## src/rtl/badop_trap.sv

```systemverilog
module badop_trap #(
  parameter int          EP_BIT     = 6,
  parameter int          ID_BIT     = 5,
  parameter logic [31:0] VEC_ADDR   = 32'h0000_0060,
  parameter logic [15:0] CAUSE_CODE = 16'h0060
) (
  input  logic        clk,
  input  logic        rst,
  input  logic [31:0] insn,
  input  logic        insn_vld,
  input  logic [31:0] ret_pc,
  input  logic [31:0] next_pc,
  input  logic [31:0] cur_psw,
  input  logic [31:0] cur_cause,
  output logic [31:0] epc,
  output logic [31:0] epsw,
  output logic [31:0] cause,
  output logic [31:0] psw,
  output logic [31:0] pc,
  output logic        trap
);
  localparam logic [31:0] FLAG_MASK = (32'd1 << EP_BIT) | (32'd1 << ID_BIT);

  logic ones_field, range_hit, take;

  assign ones_field = &insn[10:5];
  assign range_hit  = insn[26:23] >= 4'd3;
  assign take       = insn_vld && ones_field && range_hit;

  always_ff @(posedge clk) begin
    if (rst) begin
      epc   <= '0;
      epsw  <= '0;
      cause <= '0;
      psw   <= '0;
      pc    <= '0;
      trap  <= 1'b0;
    end else begin
      trap <= take;
      if (take) begin
        epc   <= ret_pc;
        epsw  <= cur_psw;
        cause <= {cur_cause[31:16], CAUSE_CODE};
        psw   <= cur_psw | FLAG_MASK;
        pc    <= VEC_ADDR;
      end else begin
        cause <= cur_cause;
        psw   <= cur_psw;
        pc    <= next_pc;
      end
    end
  end

  assert_trap_vector_R8: assert property (@(posedge clk) disable iff (rst)
    trap |-> pc == VEC_ADDR);
  assert_cause_code_R6: assert property (@(posedge clk) disable iff (rst)
    trap |-> cause[15:0] == CAUSE_CODE && cause[31:16] == $past(cur_cause[31:16]));
  assert_flags_set_R7: assert property (@(posedge clk) disable iff (rst)
    trap |-> psw[EP_BIT] && psw[ID_BIT]);
  assert_save_pc_R4: assert property (@(posedge clk) disable iff (rst)
    trap |-> epc == $past(ret_pc));
  assert_save_psw_R5: assert property (@(posedge clk) disable iff (rst)
    trap |-> epsw == $past(cur_psw));
  assert_hold_saved_R4: assert property (@(posedge clk) disable iff (rst)
    !trap |-> $stable(epc) && $stable(epsw));
  assert_no_trap_idle_R3: assert property (@(posedge clk) disable iff (rst)
    !insn_vld |=> !trap);
  assert_low_range_R2: assert property (@(posedge clk) disable iff (rst)
    insn[26:23] < 4'd3 |=> !trap);
endmodule

```

## config.mk

```make
export PLATFORM = sky130hd
export DESIGN_NAME = badop_trap
export DESIGN_NICKNAME = d
export VERILOG_FILES = /design/src/rtl/badop_trap.sv
export SDC_FILE = /design/constraint.sdc
export NUM_CORES = 1
export LEC_CHECK = 0
export BUFFER_PORTS_ARGS = -buffer_cell sky130_fd_sc_hd__clkbuf_2
export CORE_AREA = 2 2 125 127
export DETAILED_ROUTE_END_ITERATION = 6
export DIE_AREA = 0 0 127 129
export PLACE_DENSITY = 0.71
export SLEW_MARGIN = 20
export SYNTH_ARGS = -nofsm -noshare
export SYNTH_HDL_FRONTEND = slang
export SYNTH_SLANG_ARGS = --single-unit
```

## constraint.sdc

```tcl
create_clock -name clk -period 2.05 [get_ports clk]
set_clock_uncertainty 0.15 [all_clocks]
set_input_delay 0.205 -clock clk [delete_from_list [all_inputs] [get_ports clk]]
set_output_delay 0.205 -clock clk [all_outputs]
set_load 0.05 [all_outputs]
```

# Word-level counts from Yosys, hierarchy flattened
# Cells that the tools add are included.
# W data, S select, Z words.
[op_classes] addsub=0 multipliers=0 div=0 n_lt_le_gt_ge=1 eq_ne=0 shifts=0 mux=3 bitwise_logic=0 n_reduce_logical=4
[op_table] op="$mux W7" count=3
[op_table] op="$reduce_and A6 Y1" count=1
[op_table] op="$ge A4 B2 Y1 const B" count=1
[op_table] op="$logic_and A1 B1 Y1" count=2
[op_table] op="$reduce_or A2 Y1" count=1
[totals] ff_bits=161 latchBits=0 ramBits=0 rom_bits=0 input_bits=163 output_inout_bits=161 word_cells=16 mem_count=0

# Longest topological paths before layout
[depth] ltp_word=4 ltp_mapped=5 mapped_depth_nobuf=3

# Worst setup path before layout
# No wires, ideal clock.
[synth_timing] path_kind="input to register" start="in insn[24]" end="reg epsw[12]" setup_ns=0.121 arrival_ns=1.198 required_time_ns=1.779 path_slack_ns=0.581 cell_stages=4 path_buffers=1 cell_sequence="a211o_4 nand3_4 buf_4 mux2_2"
[synth_via] elab_chain_len=2
[synth_rtl] item="start: declaration" line_no="9" rtl="input logic [31:0] insn,"
[synth_rtl] item="$ge A4 B2 Y1" line_no="27" rtl="assign range_hit = insn[26:23] >= 4'd3;"
[synth_rtl] item="$logic_and A1 B1 Y1" line_no="28" rtl="assign take = insn_vld && ones_field && range_hit;"
[synth_rtl] item="end signal: assignment" line_no="42" rtl="epsw <= cur_psw;"
[synth_rtl] item="end: declaration" line_no="16" rtl="output logic [31:0] epsw,"
# No other way between the ends.
# A chain may end at the register's enable or synchronous reset.

# Final worst setup path
[layout_timing] start="reg epc[4]" end="out epc[4]"
[layout_lines] item="start: declaration" line_no="15" rtl="output logic [31:0] epc,"
[layout_lines] item="start signal: assignment" line_no="41" rtl="epc <= ret_pc;"
# No word-level cell between the ends.

==> run metrics <==
TritonRoute pass-1 iters=4; CTS tree=yes; Routed Antenna Nets=0; CP max-delay cell=dfxtp_1; Slew @ Worst Pin=319 ps; status=finished, final reports clean; global-route wire length before repair=roughly 24 mm; sequential-to-total area share from yosys stat=between 50% and 60%; CTS H-tree lvls=4; flip-flop and latch count after synthesis=~160; Final Max Tran Viols=0; Cells after DPL=927; Placer Congestion=between 0.7 and 0.8; worst r2r src=epsw[10]; post-CTS setup buffers=0; Post-DP HPWL=9.27 mm; CP Launch Type=register; IO Count=around 320; Worst Hold Class=input pin to register; crit path cell chain=clkbuf_2; Root Buffer Master=clkbuf_16; largest net degree at the start of global routing=81; design area=0.00896 mm2; total of max-cap violations=0; non-filler cells, final=approximately 1100; period utilization=68.7%; Synthesis Warnings=0; routed vias/inst=around 4.3; Buffers on Ports=between 300 and 400; number of DRC markers in iteration 0=roughly 150; RSZ-0062 raised after global routing=no; Sum Neg Setup Slack=0 ps; GR Util All Layers=a little under a fifth; Mean Syn Cell Area=11.7 um2; top cells by area, synth=dfxtp_1 (60%), nor2b_1 (8.8%), nand2b_1 (7.9%); core area=~0.015 mm2; total grt overflow=0; vias in the first global route=4967; clock network power share=between 40 and 50%; Worst-Skew Late Latency=a little over 400 ps; clock tree buffer depth=2; WS Path Type=register to output pin; # DRC=0; hold_sp=rst; final core occ=between 50% and 60%; drt wl/cell=around 14 um; switching pwr=just under 2 mW; die height=approximately 130 um; layout cells sized above 1=40.9%; die area=approximately 0.016 mm2; Fillers=between 1000 and 1500; distinct cell type count after synthesis=23; Reg-to-Reg End=epsw[10]; final-report hold violation count=0; Slew headroom=78.8%; Int Pwr=about 5.5 mW; Crit path max-delay family=flip-flops; Combinational Power Share=13.6%; critical path peak fanout=2; Reg2Reg Setup Slack=about 1000 ps; Reg clk slew, reported paths=~60 ps; row count=45; Synth area leader=dfxtp_1; Syn-to-layout area delta=65.9%; Static Leak=~4.2 nW; initial antenna violation count=0; area share of the largest cell type after synthesis=about 60%; Max Clk Rate=about 710 MHz; Routed WL=roughly 16 mm; CTS sink count=around 160; CP max stage delay=between 300 and 400 ps; post-synthesis cell area=about 0.0054 mm2; syn nets=around 620; Peak VDD IR=between 0.6 and 0.7 mV; Sw Share=about a quarter; critical path endpoint category=output pin; Cell Pwr Density=between 800 and 900 mW/mm2; Vias=~4700; hold endpoint=psw[8]; synthesized netlist cell count=between 400 and 500; fin nets=1049; CP Data Arrival Time=around 1100 ps; TritonCTS buffer count=17; # diodes=0; WP buf/inv=1; R2R depth=2; hold path depth=2; Cell Area, Placed=around 0.0071 mm2; crit path time final=approximately 1400 ps; Sequential Power Share=43.6%; Starting Density=36.0%; CP Data Required Time=1690 ps; setup violators final=0; Die Wd=127 um
-- layout make-up --
class	instances	area (um2)	share of cell area (%)
Clock inverter	13	153	1.70
Multi-Input combinational cell	265	1970	22.0
Tap cell	188	235	2.63
Inverter	6	22.5	0.251
Timing Repair Buffer	435	2900	32.3
Sequential cell	161	3220	36.0
Clock buffer	19	453	5.06
-- placed cells by master, fill, tap and decap left out --
master | Yosys | final
inv_8 | 0 | 1
bufinv_16 | 0 | 2
and3_4 | 1 | 1
clkbuf_16 | 0 | 17
clkbuf_2 | 4 | 300
nand3_4 | 1 | 1
inv_1 | 6 | 6
and4_4 | 1 | 1
mux2_2 | 23 | 23
a31oi_4 | 1 | 1
dfxtp_1 | 161 | 161
clkbuf_8 | 0 | 2
and3_2 | 1 | 1
clkinv_4 | 0 | 2
mux2i_1 | 34 | 34
mux2_1 | 7 | 7
nor2b_1 | 76 | 76
buf_12 | 3 | 5
a211o_4 | 1 | 1
buf_4 | 3 | 2
a21oi_1 | 6 | 6
dlygate4sd3_1 | 0 | 128
and2_1 | 44 | 44
nand2b_1 | 68 | 68
nor2_1 | 1 | 1
clkinvlp_4 | 0 | 5
inv_6 | 0 | 3
-- power groups by stage --
stage / clock [mW] / sequential, mW / combinational, mW
2_1_floorplan: 0 / 3.71 / 0.162
3_3_place_gp: 0 / 3.33 / 0.807
3_5_place_dp: 0 / 3.33 / 0.812
4_1_cts: 3.26 / 3.26 / 1.01
5_1_grt: 3.40 / 3.27 / 1.08
6_report: 3.20 / 3.26 / 1.02
-- sequential cells by signal (all words and copies together) (netlist names) --
register,flops
epsw,32
pc,32
cause,32
epc,32
psw,32
trap,1
-- worst max path at each step --
stage,from,endpoint,slack [ps],cells after the start
2_1_floorplan,insn[24],epsw[12],580,4
5_1_grt,epc[4],epc[4],590,1
3_5_place_dp,insn[24],epsw[24],420,5
6_report,epc[4],epc[4],640,1
4_1_cts,epsw[11],epsw[11],630,1
3_3_place_gp,insn[24],epsw[30],420,5
-- cell families after synthesis --
logic type,synth area share [%]
and+or+nand+nor,22.7
DFF,59.7
muxes,12.6
buffers and inverters,3.73
AOI/OAI and AO/OA,1.27
-- Yosys cell counts (all sizes together) --
library cell	instances
a211o	1
mux2i	34
nor2b	76
and3	2
nand3	1
and4	1
dfxtp	161
mux2	30
and2	44
buf	9
a31oi	1
nor2	1
clkbuf	19
inv	6
a21oi	6
nand2b	68
-- per-layer routing --
metal | wire (um) | part of all wire [%] | vias up | track usage (%)
met1 | 5780 | 37 | 2121 | 18.6
met2 | 8320 | 53 | 192 | 35.5
li1 | - | - | 2303 | -
met4 | 436 | 2.8 | 0 | 8.53
met3 | 1130 | 7.2 | 37 | 7.44
met5 | 0 | 0 | - | 0
-- what timing repair did --
action | 4_1_cts | 5_1_grt
hold buffers | 128 | 0
resized for setup | 0 | 0
endpoints found under the hold margin | 131 | 0
-- stage by stage --
| step | setup slack [ps] | hold WS, ps | power [mW] |
|---|---|---|---|
| after floorplan | 581 | 177 | 3.87 |
| after global placement | 424 | 254 | 4.14 |
| after detailed placement | 418 | 256 | 4.14 |
| after CTS | 625 | 30.7 | 7.53 |
| after global routing | 590 | 50.6 | 7.75 |
| final | 642 | 46.5 | 7.49 |
Note: power is estimated with default switching activity, not from simulation.
